## config.mk

```make
export PLATFORM = sky130hd
export DESIGN_NAME = byte_lane_strobe
export DESIGN_NICKNAME = d
export VERILOG_FILES = /design/src/rtl/bls_pkg.sv /design/src/rtl/bls_width_decode.sv /design/src/rtl/bls_seq.sv /design/src/rtl/bls_lane_cell.sv /design/src/rtl/byte_lane_strobe.sv
export SDC_FILE = /design/constraint.sdc
export NUM_CORES = 1
export LEC_CHECK = 0
export BUFFER_PORTS_ARGS = -buffer_cell sky130_fd_sc_hd__buf_2
export CELL_PAD_IN_SITES_DETAIL_PLACEMENT = 1
export CELL_PAD_IN_SITES_GLOBAL_PLACEMENT = 1
export CORE_MARGIN = 2
export CORE_UTILIZATION = 35
export DETAILED_ROUTE_END_ITERATION = 10
export PLACE_DENSITY_LB_ADDON = 0.12
export SETUP_SLACK_MARGIN = 0.05
export SLEW_MARGIN = 40
export SYNTH_ARGS = -nofsm -noshare
export SYNTH_HDL_FRONTEND = slang
export SYNTH_SLANG_ARGS = --single-unit
```

## constraint.sdc

```tcl
create_clock -name clk -period 1.1 [get_ports clk]
set_input_delay 0.11 -clock clk [delete_from_list [all_inputs] [get_ports clk]]
set_output_delay 0.11 -clock clk [all_outputs]
set_load 0.005 [all_outputs]
```

## src/rtl/bls_pkg.sv

```systemverilog
package bls_pkg;

    typedef enum logic [1:0] {
        W8   = 2'b00,
        W16  = 2'b01,
        W32  = 2'b10,
        WRSV = 2'b11
    } width_t;

    typedef enum logic [2:0] {
        ST_IDLE,
        ST_SETUP,
        ST_PULSE,
        ST_HOLD,
        ST_FAULT
    } state_t;

endpackage

```

## src/rtl/bls_width_decode.sv

```systemverilog
module bls_width_decode
    import bls_pkg::*;
#(
    parameter int unsigned LANES = 4
) (
    input  logic [1:0]       width_code,
    input  logic             lane_wr_cfg,
    input  logic [LANES-1:0] be,
    output logic [LANES-1:0] lane_en,
    output logic             width_bad,
    output logic             per_lane_style
);

    localparam int unsigned HALF = LANES / 2;

    width_t w;
    assign w = width_t'(width_code);

    always_comb begin
        width_bad      = (w == WRSV);
        per_lane_style = lane_wr_cfg && ((w == W16) || (w == W32));
    end

    for (genvar i = 0; i < LANES; i++) begin : g_lane_range
        localparam bit IS_FIRST = (i == 0);
        localparam bit IS_LOW   = (i < HALF);
        logic in_range;
        always_comb begin
            unique case (w)
                W8:      in_range = IS_FIRST;
                W16:     in_range = IS_LOW;
                W32:     in_range = 1'b1;
                default: in_range = 1'b0;
            endcase
            lane_en[i] = be[i] && in_range;
        end
    end

endmodule

```

## src/rtl/bls_seq.sv

```systemverilog
module bls_seq
    import bls_pkg::*;
(
    input  logic   clk,
    input  logic   rst_n,
    input  logic   acc_cs,
    input  logic   acc_pulse,
    input  logic   width_bad,
    output state_t state_nxt
);

    state_t state_q;

    always_ff @(posedge clk or negedge rst_n) begin
        if (!rst_n) state_q <= ST_IDLE;
        else        state_q <= state_nxt;
    end

    always_comb begin
        state_nxt = state_q;
        if (width_bad) begin
            state_nxt = ST_FAULT;
        end else begin
            unique case (state_q)
                ST_FAULT: state_nxt = acc_cs ? ST_FAULT : ST_IDLE;
                ST_IDLE: begin
                    if (!acc_cs)        state_nxt = ST_IDLE;
                    else if (acc_pulse) state_nxt = ST_PULSE;
                    else                state_nxt = ST_SETUP;
                end
                ST_SETUP: begin
                    if (!acc_cs)        state_nxt = ST_IDLE;
                    else if (acc_pulse) state_nxt = ST_PULSE;
                    else                state_nxt = ST_SETUP;
                end
                ST_PULSE, ST_HOLD: begin
                    if (!acc_cs)        state_nxt = ST_IDLE;
                    else if (acc_pulse) state_nxt = ST_PULSE;
                    else                state_nxt = ST_HOLD;
                end
                default: state_nxt = ST_IDLE;
            endcase
        end
    end

    // the fault state is left only through the idle state
    a_r10_fault_exit: assert property (@(posedge clk) disable iff (!rst_n)
        (state_q == ST_FAULT && !width_bad && !acc_cs) |=> (state_q == ST_IDLE));

endmodule

```

## src/rtl/bls_lane_cell.sv

```systemverilog
module bls_lane_cell (
    input  logic lane_en,
    input  logic in_window,
    input  logic in_pulse,
    input  logic is_write,
    input  logic per_lane_style,
    output logic wr_n_d,
    output logic bs_n_d
);

    always_comb begin
        wr_n_d = !(per_lane_style && is_write && in_pulse && lane_en);
        bs_n_d = !(!per_lane_style && in_window && lane_en);
    end

endmodule

```

## src/rtl/byte_lane_strobe.sv

```systemverilog
module byte_lane_strobe
    import bls_pkg::*;
#(
    parameter int unsigned LANES = 4
) (
    input  logic             clk,
    input  logic             rst_n,
    input  logic [1:0]       cfg_width,
    input  logic             cfg_lane_wr,
    input  logic             acc_cs,
    input  logic             acc_pulse,
    input  logic             acc_write,
    input  logic [LANES-1:0] acc_be,
    output logic             mem_cs_n,
    output logic             mem_rd_n,
    output logic             mem_we_n,
    output logic [LANES-1:0] mem_wr_n,
    output logic [LANES-1:0] mem_bs_n,
    output logic             config_error
);

    localparam int unsigned HALF = LANES / 2;

    logic [LANES-1:0] lane_en;
    logic             width_bad;
    logic             per_lane_style;
    state_t           state_nxt;
    logic             in_window;
    logic             in_pulse;
    logic [LANES-1:0] wr_n_d;
    logic [LANES-1:0] bs_n_d;

    bls_width_decode #(.LANES(LANES)) u_decode (
        .width_code     (cfg_width),
        .lane_wr_cfg    (cfg_lane_wr),
        .be             (acc_be),
        .lane_en        (lane_en),
        .width_bad      (width_bad),
        .per_lane_style (per_lane_style)
    );

    bls_seq u_seq (
        .clk       (clk),
        .rst_n     (rst_n),
        .acc_cs    (acc_cs),
        .acc_pulse (acc_pulse),
        .width_bad (width_bad),
        .state_nxt (state_nxt)
    );

    always_comb begin
        in_window = (state_nxt == ST_SETUP) || (state_nxt == ST_PULSE) ||
                    (state_nxt == ST_HOLD);
        in_pulse  = (state_nxt == ST_PULSE);
    end

    for (genvar i = 0; i < LANES; i++) begin : g_lane
        bls_lane_cell u_cell (
            .lane_en        (lane_en[i]),
            .in_window      (in_window),
            .in_pulse       (in_pulse),
            .is_write       (acc_write),
            .per_lane_style (per_lane_style),
            .wr_n_d         (wr_n_d[i]),
            .bs_n_d         (bs_n_d[i])
        );
    end

    always_ff @(posedge clk or negedge rst_n) begin
        if (!rst_n) begin
            mem_cs_n     <= 1'b1;
            mem_rd_n     <= 1'b1;
            mem_we_n     <= 1'b1;
            mem_wr_n     <= '1;
            mem_bs_n     <= '1;
            config_error <= 1'b0;
        end else begin
            mem_cs_n     <= !in_window;
            mem_rd_n     <= !(in_pulse && !acc_write);
            mem_we_n     <= !(in_pulse && acc_write && !per_lane_style);
            mem_wr_n     <= wr_n_d;
            mem_bs_n     <= bs_n_d;
            config_error <= (state_nxt == ST_FAULT);
        end
    end

    // fault keeps every pin high
    a_r10_fault_quiet: assert property (@(posedge clk) disable iff (!rst_n)
        config_error |-> (mem_cs_n && mem_rd_n && mem_we_n && (&mem_wr_n) && (&mem_bs_n)));

    // fault persists while chip select is held
    a_r10_fault_sticky: assert property (@(posedge clk) disable iff (!rst_n)
        (config_error && acc_cs) |=> config_error);

    // upper lanes silent on a half-width bus
    a_r2_upper_quiet: assert property (@(posedge clk) disable iff (!rst_n)
        (cfg_width == W16) |=> ((&mem_wr_n[LANES-1:HALF]) && (&mem_bs_n[LANES-1:HALF])));

    // narrow bus never uses per-lane write strobes or upper byte selects
    a_r3_narrow_lane0: assert property (@(posedge clk) disable iff (!rst_n)
        (cfg_width == W8) |=> ((&mem_wr_n) && (&mem_bs_n[LANES-1:1])));

    // no strobe or byte select without chip select
    a_r9_strobe_in_cs: assert property (@(posedge clk) disable iff (!rst_n)
        (!mem_rd_n || !mem_we_n || !(&mem_wr_n) || !(&mem_bs_n)) |-> !mem_cs_n);

    // shared and per-lane write strobes never active together
    a_r4_write_styles_exclusive: assert property (@(posedge clk) disable iff (!rst_n)
        !(!mem_we_n && !(&mem_wr_n)));

    // a read strobe never overlaps a write strobe
    a_r5_read_no_write: assert property (@(posedge clk) disable iff (!rst_n)
        !mem_rd_n |-> (mem_we_n && (&mem_wr_n)));

endmodule

```

==> out/qor.yml, run 1 <==
status:
  status: "finished clean"
global_routing:
  grt_first_pass_wirelength_mm: 1.966
  grt_antenna_before_repair: 0
  grt_max_degree: 16
  grt.overflow.total: 0
  track_usage_pct: 13.95
  first_global_vias: 447
timing:
  tns_ns: 0
  fin_ws_ns: 0.08852
  min_period_ns: 1.011
  worst_clock_skew_ns: 0.001710
  finalHoldViolations: 0
  drv_slew: 0
  grt_setup_unrepaired: "yes"
  worst-slew-pin-transition_ns: 0.3269
  finalSetupViolCount: 0
  max_slew_margin_pct: 78.21
  max_freq_ghz: 0.9886
  period_share_pct: 91.95
synth:
  synth_cell_types: 15
  ys.warnings.count: 0
  ys_ff_latch: 15
  seq_area_frac_synth_pct: 64.93
  syn_nets: 58
  synthCells: 43
  mappedNetlistArea_um2: 599.3
  synth_area_per_cell_um2: 13.94
clock_tree:
  cts_tree: "yes"
  cts-root-buf: "clkbuf_4"
  cts.sinks: 15
  clock_path_buffers: 2
  h-tree-depth: 1
  post_cts_buffers: 0
  clock_latency_ns: 0.27
  cts_made_buffers: 3
  clkTransAtPathRegs_ns: 0.09
worst_setup_path:
  cp.arrival_ns: 1.20
  crit_start: "u_seq.state_q[2]$_DFF_PN0_"
  crit_fanout: 6
  end_kind: "flip-flop"
  criticalPathCategory: "reg -> reg"
  crit_required_ns: 1.29
  cp-start-kind: "flip-flop"
  r2r_start: "u_seq.state_q[2]$_DFF_PN0_"
layout:
  layout-drive-gt1-share_pct: 57.75
  finalNonFillerCells: 87
  fin_nets: 87
  regArea_um2: 389.1
  stdcell_area_um2: 789.5
  n_fill_cell: 183
  area_growth_pct: 31.73
  multi_input_area_um2: 202.7
  diodes: 0
place:
  placed_cell_area_um2: 734.5
  gp_congestion: 0.7063
  io_buffers: 23
  place_inst: 82
  pre_cts_slack_ns: 0.002403
floorplanning:
  core_area_um2: 1559
  die_area_um2: 2059
  die_y_um: 45.38
  die_x_um: 45.38
  start_util_pct: 38.44
  fp-row-count: 14
  ios: 24
drt:
  vias: 430
  wl_per_cell_um: 12.83
  ant_nets: 0
  drtIter0Drc: 1
  drt-vias-per-instance: 4.943
  drc: 0
  first_pass_iters: 2
  drt-total-wl_mm: 1.116
hold_path:
  hold_class: "in -> reg"
  hp-start: "cfg_lane_wr"
pwr:
  leakagePower_uw: 0.0003468
  ir_drop_uv: 801.9
  power_density_nw_per_um2: 1292
flow_run:
  maxCapViolations: 0
-- worst max-delay path, stage by stage (launching register included) --
cell	delay (ns)
dfrtp_1	0.44
and4bb_4	0.37
nand4_1	0.12
-- cell families (layout without fill, tap and decap cells) --
group | count (synthesis) | in the layout | share of synthesized area, %
buffers and inverters | 2 | 30 | 1.253
AO/OA/AOI/OAI | 3 | 3 | 4.176
AND/OR/NAND/NOR | 20 | 20 | 23.38
adder cells (fa/ha/maj) | 3 | 3 | 6.264
flip-flops | 15 | 15 | 64.93
-- layout make-up --
| cell class | count | area share [%] |
|---|---|---|
| Clock buffer | 4 | 3.328 |
| Timing Repair Buffer | 24 | 18.23 |
| Inverter | 2 | 0.9509 |
| Multi-Input combinational cell | 26 | 25.67 |
| Sequential cell | 15 | 49.29 |
| Tap cell | 16 | 2.536 |
-- per-stage QoR --
step / utilization [%] / hold WS [ns] / power (uW)
3_5_place_dp: 47.11 / 0.02477 / 718.6
4_1_cts: 49.44 / 0.02995 / 1030
2_1_floorplan: - / -0.1856 / 655.5
3_3_place_gp: 47.11 / 0.01838 / 715.5
5_1_grt: 50.64 / 0.03037 / 1091
6_report: 50.64 / 0.03971 / 1020
-- layout by cell type (no fill, tap or decap) --
cell,n
dlygate4sd3_1,1
buf_2,20
nand4_1,4
nor3b_4,1
and2_1,2
dfstp_2,11
ha_1,3
dfrtp_1,4
clkbuf_1,1
and2b_1,1
o21a_1,1
buf_6,3
clkbuf_4,3
and4bb_4,1
a31o_2,2
inv_1,2
nand2b_1,2
nor2_1,1
nand3_1,5
nor2b_1,3
-- per-layer routing --
metal | GRT usage, % | share of wire, %
met5 | 0 | 0
met3 | 3.571 | 6.5
met1 | 18.11 | 47
met4 | 8.824 | 1.1
met2 | 20.56 | 46
-- path summary, 6_finish.rpt --
kind | endpoint | slack (ns) | depth (start not counted)
worst max-delay path | mem_wr_n[3]$_DFF_PN1_ | 0.09 | 2
worst min-delay path | mem_wr_n[1]$_DFF_PN1_ | 0.04 | 2
worst max register to register | mem_wr_n[3]$_DFF_PN1_ | 0.09 | 2
worst min register to register | u_seq.state_q[1]$_DFF_PN0_ | 0.50 | 1
max in group asynchronous | mem_bs_n[1]$_DFF_PN1_ | 0.55 | 2
min in group asynchronous | u_seq.state_q[2]$_DFF_PN0_ | 0.26 | 2
-- synth_stat cells --
library cell / number / area (um2)
a31o_2: 2 / 17.52
and2_1: 2 / 12.51
and2b_1: 1 / 7.510
and4bb_4: 1 / 16.27
dfrtp_1: 4 / 100.1
dfstp_2: 11 / 289.0
ha_1: 3 / 37.54
inv_1: 2 / 7.510
nand2b_1: 2 / 12.51
nand3_1: 5 / 25.02
nand4_1: 4 / 25.02
nor2_1: 1 / 3.750
nor2b_1: 3 / 18.77
nor3b_4: 1 / 18.77
o21a_1: 1 / 7.510
-- timing repair --
item / 4_1_cts / 5_1_grt
resized for setup: 0 / 3
endpoints found under the hold margin: 15 / 0
endpoints found under the setup margin: 0 / 6
hold buffers: 1 / 0
-- registers in the layout, summed over array words and instances (netlist names) --
signal         cells
mem_we_n           1
u_seq.state_q      3
mem_cs_n           1
config_error       1
mem_rd_n           1
mem_wr_n           4
mem_bs_n           4
-- power breakdown --
group	switching (uW)	internal [uW]	leakage (uW)	total, uW
Combinational	62.9	60.8	0.000164	124
Clock	166	141	0.0000150	306
Sequential	9.82	580	0.000167	590
Total	239	781	0.000347	1020
(Power assumes the default switching activity.)
==> run 2: changes to the inputs <==
--- a/config.mk
+++ b/config.mk
@@ -6,10 +6,9 @@
 export NUM_CORES = 1
 export LEC_CHECK = 0
 export BUFFER_PORTS_ARGS = -buffer_cell sky130_fd_sc_hd__buf_2
-export CELL_PAD_IN_SITES_DETAIL_PLACEMENT = 1
-export CELL_PAD_IN_SITES_GLOBAL_PLACEMENT = 1
 export CORE_MARGIN = 2
-export CORE_UTILIZATION = 35
+export CORE_UTILIZATION = 44
+export CTS_CLUSTER_DIAMETER = 150
 export DETAILED_ROUTE_END_ITERATION = 10
 export PLACE_DENSITY_LB_ADDON = 0.12
 export SETUP_SLACK_MARGIN = 0.05
==> run 2 against run 1 <==
Effect of this change: fmax decreased by 0.59%; die area decreased by 19%; core utilization grew 11 points; largest power group unchanged; combinational power is 4% higher; critical path depth shrank 1; via count increased by 3.0%; clock power fell by 2%.
==> out/qor.yml, run 2 (same netlist as run 1, synthesis figures left out) <==
status:
  status: "finished clean"  # unchanged
timing:
  period_share_pct: 92.50  # was 91.95%
  grt_setup_unrepaired: "yes"  # unchanged
  drv_slew: 0  # unchanged
  finalHoldViolations: 0  # unchanged
  fin_ws_ns: 0.08253  # was 0.08852 ns
  finalSetupViolCount: 0  # unchanged
  worst_clock_skew_ns: 0.007318  # was 0.001710 ns
  worst-slew-pin-transition_ns: 0.3312  # was 0.3269 ns
  tns_ns: 0  # unchanged
  max_slew_margin_pct: 77.89  # was 78.21%
  max_freq_ghz: 0.9828  # was 0.9886 GHz
  fin_hold_ws_ns: 0.03436  # was 0.03971 ns
  min_period_ns: 1.017  # was 1.011 ns
layout:
  reg_top3: "mem_bs_n x4, mem_wr_n x4, u_seq.state_q x3"  # unchanged
  multi_input_area_um2: 202.7  # unchanged
  fin_nets: 89  # was 87
  final_cell_mix: "buf_2, dfstp_2, nand3_1"  # unchanged
  diodes: 0  # unchanged
  regArea_um2: 390.4  # was 389.1 um2
  n_fill_cell: 98  # was 183
  layout-drive-gt1-share_pct: 61.64  # was 57.75%
  stdcell_area_um2: 793.3  # was 789.5 um2
  final_common_cell: "buf_2"  # unchanged
  area_growth_pct: 32.36  # was 31.73%
global_routing:
  grt_antenna_before_repair: 0  # unchanged
  grt.overflow.total: 0  # unchanged
  track_usage_pct: 15.56  # was 13.95%
  grt_first_pass_wirelength_mm: 1.662  # was 1.966 mm
  first_global_vias: 403  # was 447
  grt_max_degree: 16  # unchanged
hold_path:
  hold_class: "in -> reg"  # unchanged
  hold_end: "mem_wr_n[1]$_DFF_PN1_"  # unchanged
  hp-start: "cfg_lane_wr"  # unchanged
  hold_path_depth: 2  # unchanged
drt:
  drt-vias-per-instance: 5.034  # was 4.943
  vias: 443  # was 430
  drc: 0  # unchanged
  first_pass_iters: 4  # was 2
  drt-total-wl_mm: 1.073  # was 1.116 mm
  ant_nets: 0  # unchanged
  drtIter0Drc: 8  # was 1
  wl_per_cell_um: 12.19  # was 12.83 um
place:
  hpwl_um: 837.3
  placed_cell_area_um2: 740.7  # was 734.5 um2
  io_buffers: 23  # unchanged
  pre_cts_slack_ns: 0.02077  # was 0.002403 ns
  gp_congestion: 0.7531  # was 0.7063
floorplanning:
  fp-row-count: 13  # was 14
  die_x_um: 40.91  # was 45.38 um
  die_area_um2: 1673  # was 2059 um2
  die_y_um: 40.91  # was 45.38 um
  core_area_um2: 1285  # was 1559 um2
  ios: 24  # unchanged
  start_util_pct: 46.64  # was 38.44%
pwr:
  p_int_uw: 779.8  # was 781.1 uW
  ir_drop_uv: 639.7  # was 801.9 uV
  combPwrFrac_pct: 12.7  # was 12.1%
  leakagePower_uw: 0.0003518  # was 0.0003468 uW
  total_power_uw: 1018  # was 1020 uW
  swShare_pct: 23.40  # about the same
  power_density_nw_per_um2: 1283  # was 1292 nW/um2
  power.share.sequential_pct: 57.9  # was 57.8%
  p_clk_share_pct: 29.3  # was 30.0%
  p_sw_uw: 238.3  # was 238.7 uW
worst_setup_path:
  timing.critical_path.buf_inv: 1  # was 0
  cp_cell_sequence: "buf_2"  # was and4bb_4 > nand4_1
  ff2ff_path_depth: 2  # unchanged
  r2r-end: "u_seq.state_q[1]$_DFF_PN0_"  # was mem_wr_n[3]$_DFF_PN1_
  end_kind: "output port"  # was flip-flop
  cp_top_family: "flip-flops"  # was simple AND/OR/NAND/NOR gates
  slowest_delay_ns: 0.53  # was 0.44 ns
  critical-path-slowest-cell: "dfstp_2"  # was dfrtp_1
  criticalPathCategory: "reg -> out"  # was reg -> reg
  r2r_start: "u_seq.state_q[2]$_DFF_PN0_"  # unchanged
  crit_required_ns: 0.99  # was 1.29 ns
  cp-start-kind: "flip-flop"  # unchanged
  r2r_slack_ns: 0.10  # was 0.09 ns
  crit_fanout: 1  # was 6
  cp.arrival_ns: 0.91  # was 1.20 ns
flow_run:
  maxCapViolations: 0  # unchanged
clock_tree:
  cts.sinks: 15  # unchanged
  cts_tree: "yes"  # unchanged
  clkTransAtPathRegs_ns: 0.09  # about the same
  clock_latency_ns: 0.28  # was 0.27 ns
  h-tree-depth: 1  # unchanged
  cts_made_buffers: 3  # unchanged
  clock_path_buffers: 2  # unchanged
  cts-root-buf: "clkbuf_4"  # unchanged
==> run 2: changes by cell type in the layout (fill, tap and decap cells not counted), sizes merged <==
cell,change
clkinv,+1
clkbuf,-1
buf,+2
==> run 2: per-layer routing <==
metal / up-vias / track usage [%] / part of all wire [%]
li1: 210 / - / -
met1: 207 / 19.66 / 44
met2: 24 / 23.83 / 47
met3: 2 / 4.891 / 8.4
met4: 0 / 7.500 / 0.56
met5: - / 0 / 0
==> run 2: how the worst max path moves through the flow <==
stage / end / depth (start not counted) / slack (ns) / startpoint
floorplan: mem_wr_n[1]$_DFF_PN1_ / 2 / 0.18 / u_seq.state_q[2]$_DFF_PN0_
global placement: mem_wr_n[1]$_DFF_PN1_ / 4 / 0.05 / cfg_width[0]
detailed placement: mem_wr_n[3]$_DFF_PN1_ / 4 / 0.02 / cfg_width[0]
CTS: mem_rd_n / 1 / 0.07 / mem_rd_n$_DFF_PN1_
global route: mem_rd_n / 1 / 0.04 / mem_rd_n$_DFF_PN1_
finish: mem_wr_n[0] / 1 / 0.08 / mem_wr_n[0]$_DFF_PN1_
==> run 2: repair_timing <==
item,4_1_cts,5_1_grt
setup buffers,0,1
hold endpoints to repair,15,0
endpoints found under the setup margin,0,10
gates resized for setup,0,2
hold buffers,1,0
==> run 2: layout make-up <==
cell class	instances	share of cell area [%]
sequential	15	49.21
multi-input combinational	26	25.55
timing repair buffer	26	18.45
clock buffer	3	2.839
tap	15	2.366
inverter	2	0.9464
clock inverter	1	0.6309
==> run 2: power groups by stage <==
stage	registers, uW	logic [uW]	clock network, uW
after detailed placement	599	120	0
after global placement	598	119	0
final	590	129	299
after CTS	590	123	307
after global routing	592	147	341
after floorplan	600	55.6	0
==> run 2: metrics by stage <==
step | cells | util, %
final | 88 | 61.73
after global routing | 88 | 61.73
after CTS | 87 | 60.56
after floorplan | 43 | -
after detailed placement | 82 | 57.64
after global placement | 82 | 57.64
